[config.mk]
export PLATFORM = sky130hd
export DESIGN_NAME = stg_guard
export DESIGN_NICKNAME = d
export VERILOG_FILES = /design/src/rtl/stg_pkg.sv /design/src/rtl/stg_sync.sv /design/src/rtl/stg_pulse_filter.sv /design/src/rtl/stg_overlap.sv /design/src/rtl/stg_thermal.sv /design/src/rtl/stg_guard.sv
export SDC_FILE = /design/constraint.sdc
export NUM_CORES = 1
export LEC_CHECK = 0
export BUFFER_PORTS_ARGS = -buffer_cell sky130_fd_sc_hd__buf_2
export CELL_PAD_IN_SITES_DETAIL_PLACEMENT = 2
export CELL_PAD_IN_SITES_GLOBAL_PLACEMENT = 2
export CORE_AREA = 2 2 60 62
export CTS_CLUSTER_DIAMETER = 150
export CTS_CLUSTER_SIZE = 30
export DETAILED_ROUTE_END_ITERATION = 7
export DIE_AREA = 0 0 62 64
export GPL_TIMING_DRIVEN = 0
export HOLD_SLACK_MARGIN = 0.02
export PLACE_DENSITY = 0.82
export SLEW_MARGIN = 20
export SYNTH_ARGS = -nofsm -noshare
export SYNTH_HDL_FRONTEND = slang
export SYNTH_SLANG_ARGS = --single-unit
[constraint.sdc]
create_clock -name clk -period 3.3 [get_ports clk]
set_input_delay 0.495 -clock clk [delete_from_list [all_inputs] [get_ports clk]]
set_output_delay 0.495 -clock clk [all_outputs]
set_load 0.05 [all_outputs]
[src/rtl/stg_pkg.sv]
`timescale 1ns/1ps
package stg_pkg;

  // Convert a time in ns into a whole number of clock cycles, rounding up, with a minimum of 1.
  function automatic int ns_to_cycles(input int t_ns, input int period_ps);
    int c;
    c = (t_ns * 1000 + period_ps - 1) / period_ps;
    return (c < 1) ? 1 : c;
  endfunction

endpackage

[src/rtl/stg_sync.sv]
`timescale 1ns/1ps
module stg_sync #(
  parameter int W      = 3,
  parameter int STAGES = 2
) (
  input  logic         clk,
  input  logic         rst,
  input  logic [W-1:0] d,
  output logic [W-1:0] q
);

  logic [STAGES-1:0][W-1:0] chain;

  always_ff @(posedge clk) begin
    if (rst) begin
      chain <= '0;
    end else begin
      chain[0] <= d;
      for (int s = 1; s < STAGES; s++) chain[s] <= chain[s-1];
    end
  end

  assign q = chain[STAGES-1];

endmodule

[src/rtl/stg_pulse_filter.sv]
`timescale 1ns/1ps
module stg_pulse_filter #(
  parameter int MIN_ON  = 3,
  parameter int MIN_OFF = 4
) (
  input  logic clk,
  input  logic rst,
  input  logic cmd,
  output logic q
);

  localparam int ON_W  = $clog2(MIN_ON + 1);
  localparam int OFF_W = $clog2(MIN_OFF + 1);
  localparam logic [ON_W-1:0]  ON_SAT  = ON_W'(MIN_ON);
  localparam logic [OFF_W-1:0] OFF_SAT = OFF_W'(MIN_OFF);

  logic [ON_W-1:0]  hi_run;   // length of the current high run, saturating
  logic [OFF_W-1:0] lo_run;   // length of the current low run, saturating
  logic             gap_ok;   // the low gap before this high run was long enough
  logic [ON_W-1:0]  hi_run_nx;
  logic             gap_ok_nx;

  always_comb begin
    hi_run_nx = (hi_run == ON_SAT) ? hi_run : hi_run + 1'b1;
    // A zero hi_run means this sample starts a new high run.
    gap_ok_nx = (hi_run == '0) ? (lo_run == OFF_SAT) : gap_ok;
  end

  always_ff @(posedge clk) begin
    if (rst) begin
      hi_run <= '0;
      lo_run <= OFF_SAT;
      gap_ok <= 1'b0;
      q      <= 1'b0;
    end else if (cmd) begin
      hi_run <= hi_run_nx;
      lo_run <= '0;
      gap_ok <= gap_ok_nx;
      q      <= gap_ok_nx && (hi_run_nx == ON_SAT);
    end else begin
      hi_run <= '0;
      lo_run <= (lo_run == OFF_SAT) ? lo_run : lo_run + 1'b1;
      q      <= 1'b0;
    end
  end

endmodule

[src/rtl/stg_overlap.sv]
`timescale 1ns/1ps
module stg_overlap #(
  parameter int LIMIT = 6
) (
  input  logic clk,
  input  logic rst,
  input  logic hi,
  input  logic lo,
  output logic veto
);

  localparam int CW = $clog2(LIMIT + 2);
  localparam logic [CW-1:0] SAT = CW'(LIMIT + 1);

  logic [CW-1:0] run;
  logic [CW-1:0] run_nx;

  assign run_nx = (run == SAT) ? run : run + 1'b1;

  always_ff @(posedge clk) begin
    if (rst) begin
      run  <= '0;
      veto <= 1'b0;
    end else if (hi && lo) begin
      run  <= run_nx;
      veto <= (run_nx == SAT);
    end else begin
      run  <= '0;
      veto <= 1'b0;
    end
  end

endmodule

[src/rtl/stg_thermal.sv]
`timescale 1ns/1ps
module stg_thermal #(
  parameter int W       = 8,
  parameter int TRIP    = 150,
  parameter int RELEASE = 134
) (
  input  logic         clk,
  input  logic         rst,
  input  logic [W-1:0] temp,
  output logic         hot
);

  localparam logic [W-1:0] TRIP_C = W'(TRIP);
  localparam logic [W-1:0] REL_C  = W'(RELEASE);

  always_ff @(posedge clk) begin
    if (rst) hot <= 1'b0;
    else     hot <= hot ? (temp >= REL_C) : (temp >= TRIP_C);
  end

endmodule

[src/rtl/stg_guard.sv]
`timescale 1ns/1ps
module stg_guard
  import stg_pkg::*;
#(
  parameter int CLK_PERIOD_PS = 5000,
  parameter int OVERLAP_NS    = 30,
  parameter int MIN_ON_NS     = 12,
  parameter int MIN_OFF_NS    = 17,
  parameter int SYNC_STAGES   = 2,
  parameter int TEMP_W        = 8,
  parameter int TEMP_TRIP     = 150,
  parameter int TEMP_RELEASE  = 134
) (
  input  logic              clk,
  input  logic              rst,
  input  logic              pwm_hi_cmd,
  input  logic              pwm_lo_cmd,
  input  logic              supply_ok,
  input  logic [TEMP_W-1:0] temp_code,
  output logic              gate_hi,
  output logic              gate_lo,
  output logic              overlap_veto,
  output logic              thermal_veto
);

  localparam int OVL_CYC     = ns_to_cycles(OVERLAP_NS, CLK_PERIOD_PS);
  localparam int MIN_ON_CYC  = ns_to_cycles(MIN_ON_NS, CLK_PERIOD_PS);
  localparam int MIN_OFF_CYC = ns_to_cycles(MIN_OFF_NS, CLK_PERIOD_PS);

  logic [2:0]        ctl_s;
  logic [TEMP_W-1:0] temp_s;
  logic              hi_s, lo_s, sup_s;
  logic              hi_q, veto_b, hot_b, lo_d, sup_d;

  // Stage A: synchronize the level inputs. The temperature code is delayed by the same depth.
  stg_sync #(.W(3), .STAGES(SYNC_STAGES)) u_ctl_sync (
    .clk(clk), .rst(rst), .d({supply_ok, pwm_lo_cmd, pwm_hi_cmd}), .q(ctl_s)
  );
  stg_sync #(.W(TEMP_W), .STAGES(SYNC_STAGES)) u_temp_sync (
    .clk(clk), .rst(rst), .d(temp_code), .q(temp_s)
  );

  assign hi_s  = ctl_s[0];
  assign lo_s  = ctl_s[1];
  assign sup_s = ctl_s[2];

  // Stage B: protection logic, one register deep in every path.
  stg_pulse_filter #(.MIN_ON(MIN_ON_CYC), .MIN_OFF(MIN_OFF_CYC)) u_filter (
    .clk(clk), .rst(rst), .cmd(hi_s), .q(hi_q)
  );
  stg_overlap #(.LIMIT(OVL_CYC)) u_overlap (
    .clk(clk), .rst(rst), .hi(hi_s), .lo(lo_s), .veto(veto_b)
  );
  stg_thermal #(.W(TEMP_W), .TRIP(TEMP_TRIP), .RELEASE(TEMP_RELEASE)) u_thermal (
    .clk(clk), .rst(rst), .temp(temp_s), .hot(hot_b)
  );

  always_ff @(posedge clk) begin
    if (rst) begin
      lo_d  <= 1'b0;
      sup_d <= 1'b0;
    end else begin
      lo_d  <= lo_s;
      sup_d <= sup_s;
    end
  end

  // Stage C: registered outputs.
  always_ff @(posedge clk) begin
    if (rst) begin
      gate_hi      <= 1'b0;
      gate_lo      <= 1'b0;
      overlap_veto <= 1'b0;
      thermal_veto <= 1'b0;
    end else begin
      gate_hi      <= sup_d && hi_q && !veto_b && !hot_b;
      gate_lo      <= sup_d && lo_d;
      overlap_veto <= veto_b;
      thermal_veto <= hot_b;
    end
  end

endmodule

-- After elaboration in Yosys (flattened, before gate mapping)
Cells that the tools add are included.
- bits in registers: 40
- bits of input ports: 13
- output and inout port bits: 4
- word-level logic and storage cells: 49
- $add $sub $neg: 3
- magnitude comparators: 2
- equal/unequal tests: 6
- muxes and demuxes: 6
- bitwise operators: 2
- reductions and logical operators: 12
- operators by type and width (cell ; number):
    8-bit greater-or-equal comparator, second input constant ; 2
    3-bit equality test, second input constant ; 3
    3-bit 2-to-1 mux ; 3
    3-bit by 1-bit adder with 3-bit output, second input constant ; 2
    1-bit logical AND ; 6
    2-bit OR reduction ; 3
    2-bit equality test, second input constant ; 2
    2-bit by 1-bit adder with 2-bit output, second input constant ; 1
    1-bit logical NOT ; 2
    2-bit logical NOT ; 1
    1-bit 2-to-1 mux ; 2
    2-bit 2-to-1 mux ; 1
    2-bit != test, second input constant ; 1
    1-bit NOT ; 2

-- Longest topological paths before layout
Gate-level depths: netlist of the first run.
- depth after elaboration: 4
- depth in mapped cells: 5
- depth with buffers taken out: 5

-- Cells and area by module
From an unflattened synthesis of the first run, not the netlist that was laid out.
- cells, all modules: 124
- area, all modules: 1416.4 µm²
- by module, submodules not included (module ; times used ; cells each ; area an instance (µm²) ; sequential area each (µm²)):
    stg_sync (u_temp_sync) ; 1 ; 41 ; 524.3 ; 320.3
    stg_pulse_filter ; 1 ; 32 ; 311.5 ; 140.1
    stg_sync (u_ctl_sync) ; 1 ; 15 ; 180.2 ; 120.1
    stg_guard ; 1 ; 13 ; 178.9 ; 120.1
    stg_overlap ; 1 ; 18 ; 168.9 ; 80.1
    stg_thermal ; 1 ; 5 ; 52.6 ; 20.0

-- Worst setup path after synthesis of the first run
OpenSTA, ideal clock, no wires.
- kind: input-to-reg
- start: input rst
- end: register gate_hi
- setup time: 116 ps
- arrival: 1026 ps
- data required time: 3184 ps
- slack: 2158 ps
- stages on the path: 3
- path buffers: 1
- cells stage by stage: clkbuf_1 inv_1 and4_1
- RTL lines (element ; RTL line ; text):
    start, declared ; stg_guard.sv:15 ; input logic rst,
    end signal, assigned ; stg_guard.sv:76 ; gate_hi <= sup_d && hi_q && !veto_b && !hot_b;
    end, declared ; stg_guard.sv:20 ; output logic gate_hi,
No word-level cell between the ends.

-- Worst setup path in the final report of the first run
- start: register overlap_veto
- end: output overlap_veto
- RTL lines (element ; RTL line ; text):
    start, declared ; stg_guard.sv:22 ; output logic overlap_veto,
    start signal, assigned ; stg_guard.sv:78 ; overlap_veto <= veto_b;
No word-level cell between the ends.

==> results of run 1 <==
-- layout make-up --
type	count	share of cell area, %
Buffer	3	0.826
Clock buffer	7	4.04
Clock inverter	1	0.367
Inverter	4	1.10
Multi-Input combinational cell	61	28.2
Sequential cell	38	55.8
Tap cell	46	4.22
Timing Repair Buffer	15	5.50
-- sequential cells by signal, summed over array words and instances (netlist names), named ones only --
| signal | flops |
|---|---|
| u_ctl_sync.chain | 3 |
| u_thermal.hot | 1 |
| u_filter.lo_run | 3 |
| thermal_veto | 1 |
| u_temp_sync.q | 7 |
| lo_d | 1 |
| u_filter.hi_run | 2 |
| u_overlap.run | 2 |
| overlap_veto | 1 |
| gate_lo | 1 |
| u_filter.gap_ok | 1 |
| gate_hi | 1 |
| sup_d | 1 |
| u_overlap.veto | 1 |
| u_filter.q | 1 |
| u_temp_sync.chain | 7 |
| u_ctl_sync.q | 3 |
-- power by group through the flow --
| stage | clock, W | combinational (W) | sequential [W] |
|---|---|---|---|
| detailed placement | 0 | 0.0000764 | 0.000504 |
| CTS | 0.000255 | 0.0000772 | 0.000494 |
| global route | 0.000275 | 0.0000863 | 0.000498 |
| floorplan | 0 | 0.0000562 | 0.000501 |
| global placement | 0 | 0.0000697 | 0.000502 |
| finish | 0.000241 | 0.0000748 | 0.000493 |
-- cells by family after synthesis --
kind of cell	count (synthesis)	synth area share (%)
AO/OA/AOI/OAI	8	4.49
flip-flops	38	65.0
XOR/XNOR	2	1.50
adder cells (fa/ha/maj)	4	4.17
buffers and inverters	7	2.24
AND/OR/NAND/NOR	46	21.8
multiplexers	1	0.855
-- through the flow --
step | worst slack (ps) | hold WS (ps) | total power (W) | cell area (um^2) | instances
6_report | 1910 | 372 | 0.000808 | 1360 | 175
5_1_grt | 1830 | 355 | 0.000859 | 1360 | 175
3_3_place_gp | 1820 | 419 | 0.000572 | 1300 | 167
4_1_cts | 1870 | 349 | 0.000826 | 1360 | 175
3_5_place_dp | 1760 | 434 | 0.000581 | 1300 | 167
2_1_floorplan | 2160 | 410 | 0.000557 | 1170 | 106
-- worst paths after layout --
check	start	to	slack, ps
worst min-delay path	supply_ok	u_ctl_sync.chain[2]	370
worst min register to register	u_filter.hi_run[0]	u_filter.hi_run[0]	450
worst max register to register	u_temp_sync.q[2]	u_thermal.hot	2110
worst max-delay path	overlap_veto	overlap_veto	1910
-- routing by layer --
layer  share of wire (%)  routed length, um  vias to the layer above
li1                    -                  -                      385
met1                  42                826                      350
met2                  51               1020                       18
met3                 4.3                 85                        7
met4                 2.9                 58                        0
met5                   0                  0                        -
-- Yosys cell counts (all sizes together), types with 2 or more instances --
library cell	instances	area share [%]
inv	4	1.3
nor3	2	0.85
and3	2	1.1
ha	3	3.2
xnor2	2	1.5
nor2b	25	13
nor2	7	2.2
a21oi	3	1.3
clkbuf	3	0.96
dfxtp	38	65
o21ai	2	0.85
nand2	6	1.9
==> metrics.cfg, run 1 <==
[run_status]
status = finished, final reports clean

[sta]
slew_headroom_pct = 68.3
max_freq_ghz = 0.718
report.final.slew_viol_count = 0
period_share_pct = 42.2
finalSetupViolCount = 0
tightest_slew_ps = 475
hold_viol_final = 0
fin_skew_ps = 3.25
period_needed_ps = 1390
rsz0062_at_grt = no
fin_tns_setup_ps = 0

[yosys]
ys_seq_elements = 38
synth_edf_count = 0
synth_async_sr_flop_share_pct = 0
syn_area_per_cell_um2 = 11.0
ys_warn_count = 0
syn_area_um2 = 1170
synthFlopType = dfxtp_1
yosysSeqAreaShare_pct = 65.0
netlist_instances = 106
ys_types = 21
syn-num-nets = 122

[global_route]
grt_use_met1_pct = 14.1
busiest_layer = met2
grt_remaining_overflow = 0
grt_use_met2_pct = 19.5
grt_usage_pct = 12.7
gr-usage-met3_pct = 4.86
grt_max_degree = 12
grt_pass1_wl_mm = 3.50
grt_pass1_vias = 797
antenna_found_initial = 0

[finish]
nFillCells = 363
area_growth_syn_to_layout_pct = 16.5
layout_commonest_cell = dfxtp_1
fin_nets = 144
utilization_pct = 41.5
regArea_um2 = 761
multiInputGateArea_um2 = 384
drive_above_1_share_pct = 18.6
mostFrequentLayoutCells = dfxtp_1, nor2b_1, buf_2
diodes = 0

[detailed_routing]
wl_per_cell_um = 11.3
drtIter0Drc = 17
ant_nets = 0
first_pass_iters = 2
drcViolationCount = 0
wirelength_mm = 1.99
vias = 760
routed_via_density = 4.34

[floorplan]
io_pins = 17
die_area_um2 = 3970
core_area_um2 = 3280
die_h_um = 64
core.rowCount = 21
fp.dieW_um = 62
start_util_pct = 35.7

[flow_run]
max-cap-violations = 0

[clock_network]
clock_latency_ps = 330
cts_resized = 0
cts_setup_buffers = 0
cts_buffer_depth = 2
numCtsBuffers = 5
cts_tree = yes
cts_sinks = 38
h-tree-depth = 2
clockRootBuffer = clkbuf_4
hold_buffers = 0
clk_pin_slew_ps = 100

[power]
power_density_nw_per_um2 = 593
power_switching_w = 0.000185
clkPwrFrac_pct = 29.8
p_sw_share_pct = 22.9
power.leakage_nw = 0.584
p_comb_share_pct = 9.3
p_seq_share_pct = 61.0
internal_power_w = 0.000623
peakVddDrop_mv = 0.280

[critical_path]
r2r_cells = 3
crit_buf_inv = 1
criticalPathCategory = reg -> out
cp_max_fo = 1
slowest_delay_ps = 320
cp.depth = 1
end_kind = output port
critPathSlowestCell = dfxtp_1
cp_cell_sequence = buf_2
crit_arrival_ps = 900
startpoint_type = flop
cp.required_ps = 2800
cp_top_family = flip-flops

[place]
port-buffer-count = 15
place_hpwl_mm = 1.52
place.gp.congestion = 0.710

[min_path]
worst_hold_path_type = in -> reg
whs_path_depth = 2

No activity file was read; power rests on OpenSTA's default activity.
==> run 2: changes to the inputs <==
Settings changed: ABC_AREA set to 1, CORE_AREA 2 2 60 62 to 2 2 66 68, DIE_AREA 0 0 62 64 to 0 0 68 70, PLACE_DENSITY 0.82 to 0.79.
Clock period 3.3 ns to 1.41 ns, I/O delays scaled along.
==> run 2 against run 1 <==
Worst hold slack worse by 250 ps. Via count is 22% higher. Flip-flop and latch count stayed put. Cell area is 9.9% higher. Global-route usage is 0.081 points lower. Critical path depth is 5 higher.
==> metrics.cfg, run 2 <==
[yosys]
synth_fa_ha_area_share_pct = 2.96
yosysSeqAreaShare_pct = 60.0
synth_async_sr_flop_share_pct = 0
ys_seq_elements = 38
synth.area.mux_share_pct = 0
ys_types = 16
synth-simple-area-share_pct = 21.1
synth_edf_count = 0
syn-num-nets = 165
synthFlopType = dfxtp_1
synth_area_leader_cell = dfxtp_1
netlist_instances = 149
synth-xor-area-share_pct = 0
synth_common_cells = dfxtp_1, inv_1, nor2_1, nand2_1, a21oi_1
yosysTopAreaCellShare_pct = 60.0
synth_area_leaders = dfxtp_1, inv_1, nor2_1, nand2_1, ha_1
syn_area_um2 = 1270
synth_top_family_by_area = simple AND/OR/NAND/NOR gates
synth.most_common_cell = dfxtp_1
synth_compound_area_share_pct = 3.16
ys_warn_count = 0
syn_area_per_cell_um2 = 8.51

[detailed_routing]
drcViolationCount = 0
first_pass_iters = 2
wl_per_cell_um = 10.4
wirelength_mm = 2.34
vias = 924
ant_nets = 0
drtIter0Drc = 15
routed_via_density = 4.13

[critical_path]
startpoint_type = flop
r2r_cells = 6
end_kind = flop
critPathLaunch = u_filter.lo_run[0]
cp.required_ps = 1590
r2r-start = u_filter.lo_run[0]
criticalPathCategory = reg -> reg
cp_max_fo = 4
reg2reg_to = u_filter.gap_ok
regToRegSetupSlack_ps = 310
crit_arrival_ps = 1280

[floorplan]
io_pins = 17
fp.dieW_um = 68
die_h_um = 70
core.rowCount = 24
die_area_um2 = 4760
start_util_pct = 30.6
core_area_um2 = 4140

[power]
power_density_nw_per_um2 = 1340
p_total_w = 0.00201
peakVddDrop_mv = 0.600
power.leakage_nw = 0.708

[min_path]
hold_path_end = u_ctl_sync.chain[2]
min_from = supply_ok
whs_path_depth = 3
worst_hold_path_type = in -> reg

[sta]
period_needed_ps = 1100
period_share_pct = 78.1
tightest_slew_ps = 257
finalSetupViolCount = 0
fin_tns_setup_ps = 0
fin_skew_ps = 4.57
hold_viol_final = 0
max_freq_ghz = 0.908
rsz0062_at_grt = no
report.final.slew_viol_count = 0
slew_headroom_pct = 83.0

[clock_network]
cts_setup_buffers = 0
numCtsBuffers = 5
hold_buffers = 0
cts_buffer_depth = 2
clock_latency_ps = 290
cts_tree = yes
cts_resized = 0
h-tree-depth = 2
cts_sinks = 38
clockRootBuffer = clkbuf_8
clk_pin_slew_ps = 70

[global_route]
grt_pass1_wl_mm = 4.40
grt_max_degree = 12
grt_usage_pct = 12.6
grt_remaining_overflow = 0
grt_pass1_vias = 981
antenna_found_initial = 0

[place]
port-buffer-count = 15
place_hpwl_mm = 1.79
place.gp.congestion = 0.652

[finish]
layout_commonest_cell = dfxtp_1
reg_top3 = u_temp_sync.chain (7), u_temp_sync.q (7)
fin_nets = 187
diodes = 0
mostFrequentLayoutCells = dfxtp_1, inv_1, nor2_1
drive_above_1_share_pct = 16.9
area_growth_syn_to_layout_pct = 18.3
nFillCells = 474

[run_status]
status = finished, final reports clean

[flow_run]
max-cap-violations = 0

run 2: cells by family after synthesis:
kind of cell / Yosys count
flops: 38
simple gates: 64
buf+inv: 37
compound gates: 7
fa+ha+maj: 3
run 2: area by class of cell:
cell class | instances | area [um^2] | share of cell area [%]
Sequential cell | 38 | 761 | 50.8
Clock buffer | 7 | 86.3 | 5.76
Tap cell | 52 | 65.1 | 4.34
Multi-Input combinational cell | 74 | 345 | 23.0
Timing Repair Buffer | 15 | 75.1 | 5.01
Buffer | 3 | 33.8 | 2.25
Inverter | 34 | 128 | 8.51
Clock inverter | 1 | 5.00 | 0.334
run 2: how the worst max path moves through the flow:
stage	endpoint	slack, ps	cells past startpoint
3_5_place_dp	u_filter.gap_ok	300	6
5_1_grt	u_filter.gap_ok	170	6
4_1_cts	u_filter.gap_ok	290	6
6_report	u_filter.gap_ok	310	6
3_3_place_gp	u_filter.gap_ok	390	6
2_1_floorplan	u_filter.gap_ok	450	6
run 2: power breakdown:
group | internal (W) | leakage [nW] | switching (W)
registers | 0.00111 | 0.311 | 0.0000186
logic | 0.0000537 | 0.349 | 0.0000755
clock network | 0.000394 | 0.0482 | 0.000357
run 2: layer usage:
layer / track usage, % / part of all wire, %
met5: 0 / 0
met4: 6.00 / 2.5
met3: 4.83 / 4.2
met2: 20.3 / 49
met1: 14.3 / 44
run 2: critical path: stages (launching register included):
cell and delay, ps:
dfxtp_1 360, inv_1 70, ha_1 210, nand2_1 140
nand2_1 80, nand3b_1 90, nand2_1 50
run 2: through the flow:
| step | util (%) | instance area, um^2 | hold WS (ps) | std cells | setup WS, ps |
|---|---|---|---|---|---|
| after floorplan | - | 1270 | 318 | 149 | 449 |
| after global placement | 34.0 | 1410 | 390 | 216 | 389 |
| after detailed placement | 34.0 | 1410 | 398 | 216 | 299 |
| after CTS | 36.2 | 1500 | 116 | 224 | 292 |
| after global routing | 36.2 | 1500 | 118 | 224 | 168 |
| final | 36.2 | 1500 | 123 | 224 | 309 |
